### config.mk
export PLATFORM = sky130hd
export DESIGN_NAME = wor_bus_xcvr
export DESIGN_NICKNAME = d
export VERILOG_FILES = /design/src/rtl/wor_bus_xcvr_pkg.sv /design/src/rtl/wor_hold_stage.sv /design/src/rtl/wor_bus_drive.sv /design/src/rtl/wor_bus_recv.sv /design/src/rtl/wor_bus_xcvr.sv
export SDC_FILE = /design/constraint.sdc
export NUM_CORES = 1
export LEC_CHECK = 0
export BUFFER_PORTS_ARGS = -buffer_cell sky130_fd_sc_hd__buf_2
export CAP_MARGIN = 20
export CORE_UTILIZATION = 41
export DETAILED_ROUTE_END_ITERATION = 10
export PLACE_DENSITY = 0.83
export RECOVER_POWER = 100
export SKIP_LAST_GASP = 1
export SYNTH_ARGS = -nofsm -noshare
export SYNTH_HDL_FRONTEND = slang
export SYNTH_HIERARCHICAL = 1
export SYNTH_SLANG_ARGS = --single-unit
### constraint.sdc
create_clock -name clk -period 1.2 [get_ports clk]
set_input_delay 0.18 -clock clk [delete_from_list [all_inputs] [get_ports clk]]
set_output_delay 0.18 -clock clk [all_outputs]
set_load 0.01 [all_outputs]
### src/rtl/wor_bus_xcvr_pkg.sv
package wor_bus_xcvr_pkg;

    typedef enum logic {
        ROUTE_HELD   = 1'b0,
        ROUTE_DIRECT = 1'b1
    } route_e;

    typedef struct packed {
        route_e route;
        logic   hold_n;
    } tx_ctrl_t;

    typedef struct packed {
        logic en_hi;
        logic en_lo_n;
    } drv_en_t;

    function automatic logic drivers_on(input drv_en_t e);
        return e.en_hi & ~e.en_lo_n;
    endfunction

endpackage

### src/rtl/wor_hold_stage.sv
module wor_hold_stage
    import wor_bus_xcvr_pkg::*;
#(
    parameter int WIDTH = 9
) (
    input  logic             clk,
    input  logic             rst,
    input  tx_ctrl_t         ctrl,
    input  logic [WIDTH-1:0] din,
    output logic [WIDTH-1:0] held,
    output logic [WIDTH-1:0] presented
);
    logic [WIDTH-1:0] store_q;

    always_ff @(posedge clk) begin
        if (rst)
            store_q <= '0;
        else if (!ctrl.hold_n)
            store_q <= din;
    end

    always_comb begin
        if (ctrl.route == ROUTE_DIRECT || !ctrl.hold_n)
            presented = din;
        else
            presented = store_q;
    end

    assign held = store_q;
endmodule

### src/rtl/wor_bus_drive.sv
module wor_bus_drive
    import wor_bus_xcvr_pkg::*;
#(
    parameter int WIDTH = 9
) (
    input  drv_en_t          en,
    input  logic [WIDTH-1:0] data,
    output logic [WIDTH-1:0] rel
);
    logic on;
    assign on = drivers_on(en);

    for (genvar i = 0; i < WIDTH; i++) begin : g_lane
        // a high local bit pulls the lane low; otherwise release
        assign rel[i] = on ? ~data[i] : 1'b1;
    end
endmodule

### src/rtl/wor_bus_recv.sv
module wor_bus_recv #(
    parameter int WIDTH = 9
) (
    input  logic [WIDTH-1:0] bus,
    input  logic             oe,
    input  logic [WIDTH-1:0] held,
    input  logic             req_n,
    output logic [WIDTH-1:0] dout,
    output logic             drive,
    output logic             flag_rel
);
    logic [WIDTH-1:0] lane_diff;

    for (genvar i = 0; i < WIDTH; i++) begin : g_lane
        assign dout[i]      = oe ? ~bus[i] : 1'b0;
        assign lane_diff[i] = bus[i] ^ ~held[i];
    end

    assign drive    = oe;
    assign flag_rel = req_n | ~(|lane_diff);
endmodule

### src/rtl/wor_bus_xcvr.sv
module wor_bus_xcvr
    import wor_bus_xcvr_pkg::*;
#(
    parameter int WIDTH = 9
) (
    input  logic             clk,
    input  logic             rst,
    input  logic [WIDTH-1:0] a_in,
    output logic [WIDTH-1:0] a_out,
    output logic             a_drive,
    input  logic             rx_oe,
    input  logic             route_bypass,
    input  logic             hold_n,
    input  logic             tx_en_hi,
    input  logic             tx_en_lo_n,
    input  logic [WIDTH-1:0] b_in,
    output logic [WIDTH-1:0] b_rel,
    input  logic             arb_req_n,
    output logic             cmp_rel
);
    tx_ctrl_t         ctrl;
    drv_en_t          en;
    logic [WIDTH-1:0] held;
    logic [WIDTH-1:0] presented;

    assign ctrl.route   = route_bypass ? ROUTE_DIRECT : ROUTE_HELD;
    assign ctrl.hold_n  = hold_n;
    assign en.en_hi     = tx_en_hi;
    assign en.en_lo_n   = tx_en_lo_n;

    wor_hold_stage #(.WIDTH(WIDTH)) u_hold (
        .clk       (clk),
        .rst       (rst),
        .ctrl      (ctrl),
        .din       (a_in),
        .held      (held),
        .presented (presented)
    );

    wor_bus_drive #(.WIDTH(WIDTH)) u_drive (
        .en   (en),
        .data (presented),
        .rel  (b_rel)
    );

    wor_bus_recv #(.WIDTH(WIDTH)) u_recv (
        .bus      (b_in),
        .oe       (rx_oe),
        .held     (held),
        .req_n    (arb_req_n),
        .dout     (a_out),
        .drive    (a_drive),
        .flag_rel (cmp_rel)
    );
endmodule

==> summary.txt, run 1 <==
Finish
  • Syn-to-layout area delta: 42.2%
  • Layout cells sized above 1: 48.4%
  • Max reg flops: 9
  • Final #Nets: 151
  • Fin area: 0.00104 sq mm
  • Commonest non-fill, non-tap cell in the layout: buf_2
  • Diode count: 0
  • Commonest non-fill, non-tap cells in the layout: buf_2 (35), clkbuf_1 (11)

Drt
  • DRT Pass-1 Iters: 7
  • Vias post-DR: 713
  • DR iter-0 viols: 8
  • Drt via density: 5.09
  • Routed wire length: 1.68 mm
  • DRC Markers: 6
  • Antenna-violating nets left: 0
  • WL/cell: 12.0 um

STA
  • Final period utilization: 123%
  • Pins Over Slew Limit: 0
  • Clk_skew: 0 ns
  • Slew @ Worst Pin: 0.270 ns
  • Final hold slack: 0.169 ns
  • Final hold vios: 0
  • RSZ-0062 raised after global routing: true
  • Fin crit period: 1.48 ns
  • Max-Slew Margin vs Limit: 82.0%
  • Fmax: 0.677 GHz
  • Setup ws final: -0.277 ns
  • Setup Viol. Count Final: 10

Die
  • Initial core utilization: 46.3%
  • # IOs: 46
  • Die area: 0.00195 sq mm
  • Core area: 0.00158 sq mm
  • Die Y: 44.2 um
  • Site row count: 14
  • Die Wd: 44.2 um

Yosys
  • Post-Synthesis Cells: 72
  • Sequential area share after synthesis: 24.7%
  • Yosys cell types: 17
  • Leading area contributor after synthesis: dfxtp_1
  • Cell Area, Synth: 729 sq um
  • Area share of the largest cell type after synthesis: 24.7%
  • Post-synthesis register bit count: 9
  • Average size of a mapped cell: 10.1 sq um
  • Synth Net Count: 98
  • Yosys warns: 6
  • Top cells by area, synth: dfxtp_1 (25%), mux2_4 (19%), mux2i_1 (12%)

Clock tree
  • CTS hold repair buffers: 0
  • H-tree depth: 1
  • Clock tree buffer depth: 2
  • CTS Sinks: 9
  • CTS Buf Count: 3
  • Clock tree from TritonCTS: built
  • Worst-Skew Late Latency: 0.26 ns
  • Reg clk slew, reported paths: 0.06 ns
  • Root buffer cell: clkbuf_4

Critical path
  • CP Capture Type: primary output
  • Critical Path RT: 1.02 ns
  • WP buf/inv: 1
  • Worst EP arrival: 1.30 ns
  • Crit path kind: flop to primary output
  • Delay-heaviest family, CP: flip-flops
  • Largest stage delay, worst path: 0.34 ns
  • Startpoint Class: flop
  • Worst-path maximum fanout: 2
  • Critical path's slowest cell: dfxtp_2
  • Critical Path, Cell by Cell: xnor2_2 -> nor4_2 -> a41o_1 -> buf_2

GRT
  • Vias in the first global route: 627
  • Total GRT Usage: 17.3%
  • Largest net degree at the start of global routing: 11
  • Initial antenna violation count: 0
  • Total global routing overflow: 0
  • Global-route wire length before repair: 2.44 mm

Placement
  • HPWL Detailed: 1.27 mm
  • Area post-placement: 975 sq um
  • Port Buffer Count: 45
  • Routability cong.: 0.688
  • Worst slack, placed: -0.0580 ns

Min path
  • Worst hold path class: primary input to flop

Power
  • Total power per unit cell area: 826 mW/mm^2
  • Leak: 0.492 nW
  • Final Total Pwr: 0.857 mW
  • VDD IR max: 0.503 mV

Outcome
  • Status: complete, but fails checks
  • Failing checks: DRC, setup timing

Flow run
  • Max-Cap Viols: 0
## Yosys cell counts
| master | n |
|---|---|
| buf_1 | 1 |
| and2b_2 | 1 |
| nor2_1 | 9 |
| a41o_1 | 1 |
| xor2_1 | 2 |
| nor2b_4 | 1 |
| buf_6 | 1 |
| buf_4 | 2 |
| xnor2_1 | 7 |
| mux2_4 | 9 |
| mux2i_1 | 9 |
| nor4_1 | 1 |
| dfxtp_1 | 9 |
| buf_12 | 1 |
| nor3_1 | 1 |
| nor2b_1 | 8 |
| nand3b_1 | 9 |
## repair_timing
| item | 4_1_cts | 5_1_grt |
|---|---|---|
| setup buffers | 0 | 3 |
| resized for setup | 10 | 2 |
| endpoints found under the setup margin | 10 | 10 |
| hold endpoints to repair | 0 | 0 |
| pin swaps | 2 | 2 |
## final timing paths
kind                  startpoint             end  slack, ns  depth (start not counted)
setup / recovery  u_hold/held[6]         cmp_rel      -0.28                          4
hold / removal           a_in[5]  u_hold/held[5]       0.17                          3
setup reg to reg  u_hold/held[6]  u_hold/held[6]       0.34                          4
hold reg to reg   u_hold/held[3]  u_hold/held[3]       0.55                          2
## cell families (layout without fill, tap and decap cells)
logic type             after synthesis  after routing  share of synthesized area, %
XOR/XNOR                             9              9                          10.8
buffers and inverters                5             57                          6.86
AO/OA/AOI/OAI                        1              1                          1.37
flip-flops                           9              9                          24.7
multiplexers                        18             18                          30.9
AND/OR/NAND/NOR                     30             30                          25.4
## metal layers
layer | wire (um) | part of all wire (%) | vias up | track usage [%]
li1 | - | - | 353 | -
met5 | 0 | 0 | - | 0
met4 | 15 | 0.89 | 0 | 10.9
met2 | 832 | 49 | 32 | 30.6
met1 | 698 | 41 | 326 | 19.0
met3 | 137 | 8.1 | 2 | 2.86
## metrics by stage
step,utilization [%],TNS (ns),cells
2_1_floorplan,-,0,72
3_3_place_gp,61.8,-0.363,133
3_5_place_dp,61.8,-0.471,133
4_1_cts,64.8,-1.03,137
5_1_grt,65.8,-1.57,140
6_report,65.8,-1.09,140
## power by group
group / total, mW / leakage (nW) / internal, mW / switching, mW
clock network: 0.234 / 0.0150 / 0.128 / 0.106
logic: 0.288 / 0.402 / 0.167 / 0.122
registers: 0.335 / 0.0747 / 0.317 / 0.0177
## area by class of cell
| cell class | instances | area, sq um |
|---|---|---|
| Clock buffer | 4 | 26.3 |
| Sequential cell | 9 | 181 |
| Fill cell | 137 | 539 |
| Tap cell | 16 | 20.0 |
| Multi-Input combinational cell | 58 | 513 |
| Timing Repair Buffer | 53 | 297 |
## worst reg2reg max path, cell delays in order (launching register included)
cell	delay [ns]
dfxtp_2	0.34
buf_4	0.13
buf_6	0.10
mux2i_1	0.12
nor2_1	0.06
(Power assumes the default switching activity.)
==> run 2, diff against run 1 <==
Settings changed: CELL_PAD_IN_SITES_DETAIL_PLACEMENT set to 0, CELL_PAD_IN_SITES_GLOBAL_PLACEMENT set to 1, CORE_ASPECT_RATIO set to 1.2, CORE_UTILIZATION 41 to 29, PLACE_DENSITY 0.83 to 0.82.
==> summary.txt, run 2 (synthesis gave the netlist of run 1 again) <==
Outcome
  • Status: complete, but fails checks (unchanged)
  • Failing checks: setup timing (was DRC, setup timing)

Placement
  • HPWL Detailed: 1.44 mm (was 1.27 mm)
  • Port Buffer Count: 45 (unchanged)
  • Routability cong.: 0.706 (was 0.688)

Finish
  • Multi-input logic area: 499 sq um (was 513 sq um)
  • Diode count: 0 (unchanged)
  • Commonest non-fill, non-tap cell in the layout: buf_2 (unchanged)
  • Final #Nets: 153 (was 151)
  • Syn-to-layout area delta: 45.6% (was 42.2%)
  • Area occupied by registers: 183 sq um (was 181 sq um)
  • Layout cells sized above 1: 48.4% (about the same)
  • Max reg flops: 9 (unchanged)
  • Commonest non-fill, non-tap cells in the layout: buf_2 (35), clkbuf_1 (11) (unchanged)
  • Fin util: 45.6% (was 65.8%)
  • Fill cells: 253 (was 137)

Critical path
  • Critical Path RT: 1.02 ns (about the same)
  • R2R cell count: 5 (was 4)
  • R2R Setup Slk: 0.23 ns (was 0.34 ns)
  • Worst-path maximum fanout: 2 (unchanged)
  • Reg2reg end: u_hold/held[4] (was u_hold/held[6])
  • FF-to-FF Start: u_hold/held[4] (was u_hold/held[6])
  • CP Capture Type: primary output (unchanged)
  • Setup crit end: cmp_rel (unchanged)
  • Setup crit start: u_hold/held[6] (unchanged)
  • Worst EP arrival: 1.29 ns (was 1.30 ns)
  • Crit path kind: flop to primary output (unchanged)
  • Startpoint Class: flop (unchanged)

Clock tree
  • Clock tree buffer depth: 2 (unchanged)
  • Worst-Skew Late Latency: 0.25 ns (was 0.26 ns)
  • Root buffer cell: clkbuf_4 (unchanged)
  • CTS Sinks: 9 (unchanged)
  • Reg clk slew, reported paths: 0.06 ns (about the same)
  • H-tree depth: 1 (unchanged)
  • Clock tree from TritonCTS: built (unchanged)
  • CTS Buf Count: 3 (unchanged)

Die
  • Die Wd: 47.8 um (was 44.2 um)
  • Die area: 0.00272 sq mm (was 0.00195 sq mm)
  • Die Y: 56.9 um (was 44.2 um)
  • Initial core utilization: 31.3% (was 46.3%)
  • Site row count: 19 (was 14)
  • Core area: 0.00233 sq mm (was 0.00158 sq mm)
  • # IOs: 46 (unchanged)

Drt
  • Vias post-DR: 703 (was 713)
  • WL/cell: 11.6 um (was 12.0 um)
  • Antenna-violating nets left: 0 (unchanged)
  • Drt via density: 4.48 (was 5.09)
  • DRT Pass-1 Iters: 3 (was 7)
  • DRC Markers: 0 (was 6)
  • DR iter-0 viols: 5 (was 8)
  • Routed wire length: 1.83 mm (was 1.68 mm)

STA
  • Setup Viol. Count Final: 10 (unchanged)
  • Fmax: 0.681 GHz (was 0.677 GHz)
  • Final hold vios: 0 (unchanged)
  • Fin crit period: 1.47 ns (was 1.48 ns)
  • Final period utilization: 122% (was 123%)
  • Setup ws final: -0.269 ns (was -0.277 ns)
  • Pins Over Slew Limit: 0 (unchanged)
  • Setup TNS: -1.31 ns (was -1.09 ns)
  • Clk_skew: 0 ns (unchanged)
  • RSZ-0062 raised after global routing: true (unchanged)
  • Max-Slew Margin vs Limit: 81.2% (was 82.0%)
  • Slew @ Worst Pin: 0.282 ns (was 0.270 ns)

GRT
  • Largest net degree at the start of global routing: 11 (unchanged)
  • Initial antenna violation count: 0 (unchanged)
  • Vias in the first global route: 669 (was 627)
  • Global-route wire length before repair: 2.80 mm (was 2.44 mm)
  • Total GRT Usage: 14.4% (was 17.3%)
  • Total global routing overflow: 0 (unchanged)

Power
  • Leak: 0.497 nW (was 0.492 nW)
  • Total power per unit cell area: 797 mW/mm^2 (was 826 mW/mm^2)
  • VDD IR max: 0.426 mV (was 0.503 mV)

Min path
  • Worst hold path class: primary input to flop (unchanged)

Flow run
  • Max-Cap Viols: 0 (unchanged)
## run 2: cell types whose count changed in the layout (fill, tap and decap cells not counted), sizes merged
cell	change
buf	+2
## run 2: timing repair
| action | CTS | global route |
|---|---|---|
| resized for setup | 7 | 2 |
| setup endpoints to repair | 10 | 10 |
| buffers inserted | 2 | 3 |
| pin swaps | 2 | 2 |
| hold buffers | 0 | 0 |
## run 2: report_power, final
group,total (mW),internal (mW),switching (mW)
registers,0.334,0.318,0.0160
logic,0.291,0.170,0.122
clock network,0.222,0.127,0.0943
total,0.847,0.615,0.232
## run 2: metrics by stage
step                power, mW  hold WS, ns  setup WS, ns  instances  cell area, sq um
floorplan               0.511        0.324       0.00951         72               733
global placement        0.612        0.429       -0.0560        148               993
detailed placement      0.618        0.435       -0.0729        148               993
CTS                     0.857        0.169        -0.280        154              1050
global route            0.913        0.182        -0.341        157              1060
finish                  0.847        0.172        -0.269        157              1060
## run 2: worst min-delay path by stage
| stage | start | end | slack (ns) | cells past startpoint |
|---|---|---|---|---|
| 3_3_place_gp | a_in[3] | u_hold/held[3] | 0.43 | 3 |
| 4_1_cts | a_in[3] | u_hold/held[3] | 0.17 | 3 |
| 3_5_place_dp | a_in[3] | u_hold/held[3] | 0.44 | 3 |
| 5_1_grt | a_in[2] | u_hold/held[2] | 0.18 | 3 |
| 2_1_floorplan | a_in[0] | u_hold/held[0] | 0.32 | 2 |
| 6_report | a_in[3] | u_hold/held[3] | 0.17 | 3 |
## run 2: area by class of cell
class                           instances  share of cell area (%)
Clock buffer                            4                    2.47
Multi-Input combinational cell         58                    47.0
Timing Repair Buffer                   55                    29.7
Tap cell                               31                    3.65
Sequential cell                         9                    17.2
## run 2: layer usage
layer  up-vias  global-route usage, %  part of all wire [%]  wire, um
li1        357                      -                     -         -
met1       308                   17.5                    44       805
met2        36                   23.6                    46       836
met3         2                   1.27                   8.3       152
met4         0                   8.33                   1.9        34
met5         -                      0                     0         0
## run 2: critical path: stages, from the launching register on
cell and delay [ns]:
dfxtp_2 0.32, xnor2_1 0.11, nor4_1 0.29, a41o_1 0.19
buf_2 0.12
